==> config.mk <==
export PLATFORM = sky130hd
export DESIGN_NAME = wp_regbank
export DESIGN_NICKNAME = d
export VERILOG_FILES = /design/src/rtl/wpr_pkg.sv /design/src/rtl/wpr_blk_cmp.sv /design/src/rtl/wpr_permit.sv /design/src/rtl/wpr_fault.sv /design/src/rtl/wp_regbank.sv
export SDC_FILE = /design/constraint.sdc
export NUM_CORES = 1
export LEC_CHECK = 0
export BUFFER_PORTS_ARGS = -buffer_cell sky130_fd_sc_hd__buf_2
export CAP_MARGIN = 20
export CORE_MARGIN = 5
export CORE_UTILIZATION = 45
export CTS_BUF_LIST = sky130_fd_sc_hd__clkbuf_4 sky130_fd_sc_hd__clkbuf_8 sky130_fd_sc_hd__clkbuf_16
export DETAILED_ROUTE_END_ITERATION = 12
export PLACE_DENSITY = 0.82
export SKIP_LAST_GASP = 1
export SLEW_MARGIN = 30
export SYNTH_ARGS = -nofsm -noshare
export SYNTH_HDL_FRONTEND = slang
export SYNTH_SLANG_ARGS = --single-unit
==> constraint.sdc <==
create_clock -name clk -period 4.9 [get_ports clk]
set_input_delay 0.735 -clock clk [delete_from_list [all_inputs] [get_ports clk]]
set_output_delay 0.735 -clock clk [all_outputs]
set_load 0.01 [all_outputs]
==> src/rtl/wpr_pkg.sv <==
package wpr_pkg;
   localparam int DATA_W = 8;
   localparam int REG_LATCH = 0;
   localparam int REG_PROT  = 1;
   localparam int REG_RDLY  = 2;
   localparam int REG_CDLY  = 3;
   localparam logic [DATA_W-1:0] LATCH_OPEN  = 8'h80;
   localparam logic [DATA_W-1:0] LATCH_CLOSE = 8'h00;

   typedef enum logic [2:0] {
      TGT_NONE, TGT_LATCH, TGT_PROT, TGT_RDLY, TGT_CDLY, TGT_FAULT, TGT_MEM
   } tgt_e;
endpackage

==> src/rtl/wpr_blk_cmp.sv <==
module wpr_blk_cmp (
   input  logic [1:0] bp,
   input  logic [1:0] addr_hi,
   output logic       fenced
);
   always_comb begin
      unique case (bp)
         2'b00:   fenced = 1'b0;
         2'b01:   fenced = (addr_hi == 2'b11);
         2'b10:   fenced = addr_hi[1];
         default: fenced = 1'b1;
      endcase
   end
endmodule

==> src/rtl/wpr_permit.sv <==
module wpr_permit
   import wpr_pkg::*;
#(
   parameter int ADDR_W = 8,
   parameter logic [ADDR_W-1:0] FAULT_ADDR = '1
) (
   input  logic              wr_req,
   input  logic              wr_is_mem,
   input  logic [ADDR_W-1:0] wr_addr,
   input  logic [DATA_W-1:0] wr_data,
   input  logic              wel,
   input  logic              wpen,
   input  logic [1:0]        bp,
   input  logic              wp_pin,
   input  logic              vpp_ok,
   output logic              permit,
   output tgt_e              tgt
);
   logic fenced;
   logic nv_reg_ok;
   logic ok;

   wpr_blk_cmp u_blk (
      .bp      (bp),
      .addr_hi (wr_addr[ADDR_W-1 -: 2]),
      .fenced  (fenced)
   );

   always_comb begin
      if (wr_is_mem)                             tgt = TGT_MEM;
      else if (wr_addr == ADDR_W'(REG_LATCH))    tgt = TGT_LATCH;
      else if (wr_addr == ADDR_W'(REG_PROT))     tgt = TGT_PROT;
      else if (wr_addr == ADDR_W'(REG_RDLY))     tgt = TGT_RDLY;
      else if (wr_addr == ADDR_W'(REG_CDLY))     tgt = TGT_CDLY;
      else if (wr_addr == FAULT_ADDR)            tgt = TGT_FAULT;
      else                                       tgt = TGT_NONE;
   end

   assign nv_reg_ok = wel & vpp_ok & ~(wp_pin & wpen);

   always_comb begin
      unique case (tgt)
         TGT_LATCH: ok = (wr_data == LATCH_OPEN) || (wr_data == LATCH_CLOSE);
         TGT_PROT,
         TGT_RDLY,
         TGT_CDLY:  ok = nv_reg_ok;
         TGT_FAULT: ok = 1'b1;
         TGT_MEM:   ok = wel & vpp_ok & ~fenced;
         default:   ok = 1'b0;
      endcase
   end

   assign permit = wr_req & ok;
endmodule

==> src/rtl/wpr_fault.sv <==
module wpr_fault #(
   parameter int N_CH = 4
) (
   input  logic            clk,
   input  logic            rst_n,
   input  logic            wr_en,
   input  logic [N_CH-1:0] wr_bits,
   input  logic [N_CH-1:0] fail,
   output logic [N_CH-1:0] q
);
   for (genvar k = 0; k < N_CH; k++) begin : g_bit
      always_ff @(posedge clk or negedge rst_n) begin
         if (!rst_n)        q[k] <= 1'b0;
         else if (fail[k])  q[k] <= 1'b0;
         else if (wr_en)    q[k] <= wr_bits[k];
      end
   end
endmodule

==> src/rtl/wp_regbank.sv <==
module wp_regbank
   import wpr_pkg::*;
#(
   parameter int ADDR_W = 8,
   parameter int N_CH   = 4,
   parameter logic [ADDR_W-1:0] FAULT_ADDR = '1
) (
   input  logic                clk,
   input  logic                rst_n,
   input  logic                wr_req,
   input  logic                wr_is_mem,
   input  logic [ADDR_W-1:0]   wr_addr,
   input  logic [7:0]          wr_data,
   input  logic                wp_pin,
   input  logic                vpp_ok,
   input  logic [N_CH-1:0]     fail_pulse,
   input  logic [ADDR_W-1:0]   rd_addr,
   output logic                wr_permit,
   output logic [7:0]          rd_data,
   output logic [1:0]          rst_dly_code,
   output logic [2*N_CH-1:0]   ch_dly_code
);
   localparam int CD_W = 2 * N_CH;

   if (N_CH < 1 || N_CH > 4) begin : g_bad_nch
      $error("wp_regbank: N_CH must lie in 1..4");
   end
   if (ADDR_W < 4) begin : g_bad_aw
      $error("wp_regbank: ADDR_W must be at least 4");
   end

   logic            wel_q;
   logic            wpen_q;
   logic [1:0]      bp_q;
   logic [1:0]      rdly_q;
   logic [CD_W-1:0] cdly_q;
   logic [N_CH-1:0] fault_q;
   tgt_e            tgt;

   wpr_permit #(.ADDR_W(ADDR_W), .FAULT_ADDR(FAULT_ADDR)) u_permit (
      .wr_req    (wr_req),
      .wr_is_mem (wr_is_mem),
      .wr_addr   (wr_addr),
      .wr_data   (wr_data),
      .wel       (wel_q),
      .wpen      (wpen_q),
      .bp        (bp_q),
      .wp_pin    (wp_pin),
      .vpp_ok    (vpp_ok),
      .permit    (wr_permit),
      .tgt       (tgt)
   );

   always_ff @(posedge clk or negedge rst_n) begin
      if (!rst_n) begin
         wel_q  <= 1'b0;
         wpen_q <= 1'b0;
         bp_q   <= 2'b00;
         rdly_q <= 2'b00;
         cdly_q <= '0;
      end else if (wr_permit) begin
         unique case (tgt)
            TGT_LATCH: wel_q <= wr_data[7];
            TGT_PROT: begin
               wpen_q <= wr_data[7];
               bp_q   <= wr_data[4:3];
            end
            TGT_RDLY:  rdly_q <= wr_data[3:2];
            TGT_CDLY:  cdly_q <= wr_data[CD_W-1:0];
            default: ;
         endcase
      end
   end

   wpr_fault #(.N_CH(N_CH)) u_fault (
      .clk     (clk),
      .rst_n   (rst_n),
      .wr_en   (wr_permit && (tgt == TGT_FAULT)),
      .wr_bits (wr_data[N_CH-1:0]),
      .fail    (fail_pulse),
      .q       (fault_q)
   );

   always_comb begin
      rd_data = '0;
      if (rd_addr == ADDR_W'(REG_LATCH))     rd_data[7] = wel_q;
      else if (rd_addr == ADDR_W'(REG_PROT)) begin
         rd_data[7]   = wpen_q;
         rd_data[4:3] = bp_q;
      end
      else if (rd_addr == ADDR_W'(REG_RDLY)) rd_data[3:2] = rdly_q;
      else if (rd_addr == ADDR_W'(REG_CDLY)) rd_data[CD_W-1:0] = cdly_q;
      else if (rd_addr == FAULT_ADDR)        rd_data[N_CH-1:0] = fault_q;
   end

   assign rst_dly_code = rdly_q;
   assign ch_dly_code  = cdly_q;
endmodule

==> metrics.txt <==
share of cells above drive strength 1=between 40% and 50%; mux cell area share after synthesis=roughly 13%; first-pass GRT wire length=5.27 mm; post-synth net total=151; CP required=4.16 ns; r2r startpoint=wpen_q$_DFFE_PN0P_; initial core utilization=45.8%; synthesized instance count=about 120; Post-CTS Resized=0; f_max=306 MHz; 1st-iter DRT viols=56; Post-DP HPWL=2.56 mm; WS Path Type=in -> out; Via density=5.78; Slew Viols, Final=0; main combinational cell family by area after synthesis=simple AND/OR/NAND/NOR gates; Tightest Pin Transition=0.724 ns; vias in the first global route=roughly 1100; xor/xnor share of the synthesized area=0%; Die W=59.6 um; RSZ-0062 raised after global routing=no; CP Max Fanout=7; Synth Area per Inst=9.44 um2; arrival time at the worst endpoint=2.54 ns; Antenna Cells=0; Peak VDD IR=0.239 mV; largest net degree at the start of global routing=19; clk sinks=18; Worst-path clk slew=0.11 ns; Synth Cell Area=0.00110 mm2; GPL Wtd Cong=about 0.85; CTS buffer count=3; port buffer count=52; clk root buf=clkbuf_4; synthesis-to-layout area growth=29.6%; synth warn=0; MaxCap Viol Count=0; crit path time final=between 3 and 4 ns; cts hold-fix bufs=0; crit end category=output port; Clock Path Buffers=2; WL final=3.23 mm; top cells by area, synth=dfrtp_1, mux2_2, nand2_1; Post-DRT Antenna Nets=0; Reg2Reg Depth=4; CTS tree=built; total power=0.276 mW; Yosys cell types=36; die area=0.00355 mm2; Residual DRC=0; leading area contributor after synthesis=dfrtp_1; Synth top area share=40.8%; Final Skew=0.00348 ns; Slew HR=51.4%; Hold Violations, Final=0; PD cells=193 mW/mm2; Layout fillers=216; CP startpoint=rd_addr[2]; setup TNS=0 ns; nets=206; post-synthesis simple-gate area fraction=29.4%; CP Launch Type=input pin; commonest non-fill, non-tap cell in the layout=buf_2; core area=0.00241 mm2; commonest cells after routing, fill and taps aside=buf_2, nand2_1, dfrtp_1; Leakage Power=approximately 0.72 nW; register area share after synthesis=~41%; DR vias=1162; adder-cell share of the synthesized area=0%; htree depth=1; number of cell rows=18; Congestion Overflow GR=0; Total GRT Usage=19.8%; # IOs=53; fin util=59.4%; complex-gate fraction of the synthesized area=between 10% and 20%; fin crit share=about 67%; worst-skew pair later-pin latency=0.31 ns; R2R Path End=wpen_q$_DFFE_PN0P_; Worst Setup EP=rd_data[0]; antenna violations before repair=0; DR pass1 iterations=4; Reg2Reg Setup Slack=3.08 ns; Post-CTS Setup Bufs=0; worst hold path class=in -> async; Seq cells post-synth=18; Vert. Die Dim=59.6 um; status=complete, no violations; # setup viols final=0; Avg WL per Cell=around 16 um
==> layout make-up <==
| cell class | instances | area [um2] | share of cell area [%] |
|---|---|---|---|
| inverters | 3 | 11.3 | 0.787 |
| well taps | 30 | 37.5 | 2.62 |
| clock buffers | 4 | 36.3 | 2.53 |
| repair buffers | 52 | 260 | 18.2 |
| flip-flops and latches | 18 | 450 | 31.5 |
| multi-input cells | 94 | 636 | 44.4 |
==> through the flow <==
stage	setup WS [ns]	cell area, um2	hold slack [ns]	std cells
CTS	1.63	1430	0.352	201
global placement	1.67	1400	0.492	197
floorplan	1.98	1100	0.439	117
detailed placement	1.63	1400	0.507	197
global route	1.46	1430	0.362	201
finish	1.63	1430	0.337	201
==> how the worst min path moves through the flow <==
stage                               startpoint                         end  cells past startpoint
global route                             rst_n  ch_dly_code[0]$_DFFE_PN0P_                      1
finish                                   rst_n  ch_dly_code[0]$_DFFE_PN0P_                      1
floorplan                                rst_n         bp_q[0]$_DFFE_PN0P_                      0
detailed placement  ch_dly_code[1]$_DFFE_PN0P_  ch_dly_code[1]$_DFFE_PN0P_                      2
CTS                                      rst_n  ch_dly_code[7]$_DFFE_PN0P_                      1
global placement    ch_dly_code[6]$_DFFE_PN0P_  ch_dly_code[6]$_DFFE_PN0P_                      2
==> logic make-up (layout without fill, tap and decap cells) <==
logic type / count (synthesis) / after routing
buf+inv: 5 / 59
compound gates: 24 / 24
simple gates: 57 / 57
flops: 18 / 18
mux: 13 / 13
==> sequential cells by signal, summed over array words and instances, names as in the netlist <==
name          flops
bp_q              2
ch_dly_code       8
rst_dly_code      2
u_fault.q         4
wel_q             1
wpen_q            1
==> Yosys cell counts <==
cell / count
inv_1: 3
nand2b_1: 1
a21boi_0: 1
nand4_1: 3
nand3_1: 2
nor2_1: 10
a31oi_1: 1
and2_1: 2
or3_1: 1
dfrtp_1: 18
a22oi_1: 1
nor4_4: 1
o21ai_2: 1
nor3b_2: 2
and2b_2: 1
nand2_1: 22
nor4_1: 1
o31a_2: 1
and3_1: 3
o311a_1: 1
or2_2: 1
nor2b_1: 2
a2111oi_2: 1
or4_4: 1
mux2_2: 8
clkbuf_1: 2
nor3_1: 2
nor4b_4: 1
o21ai_0: 10
a32o_1: 1
or4_1: 1
mux2i_1: 5
a41o_1: 1
o31ai_1: 1
a22o_1: 2
a21oi_1: 2
==> where the power goes <==
group          total (mW)  switching (mW)  internal (mW)
Combinational      0.0325          0.0186         0.0139
Clock              0.0949          0.0495         0.0454
Sequential          0.148       0.0000153          0.148
Total               0.276          0.0681          0.208
==> critical path, stage by stage <==
cell and delay (ns):
buf_2 0.10, or4_1 0.51, nor3_1 0.58, and3_1 0.33, a22o_1 0.16, buf_2 0.12
==> per-layer routing <==
layer / track usage [%] / vias to the layer above / wire length (um)
met5: 0 / - / 0
met4: 5.70 / 0 / 42
met3: 5.66 / 6 / 275
met2: 34.3 / 60 / 1660
met1: 23.6 / 557 / 1250
li1: - / 539 / -
Note: power is estimated with default switching activity, not from simulation.
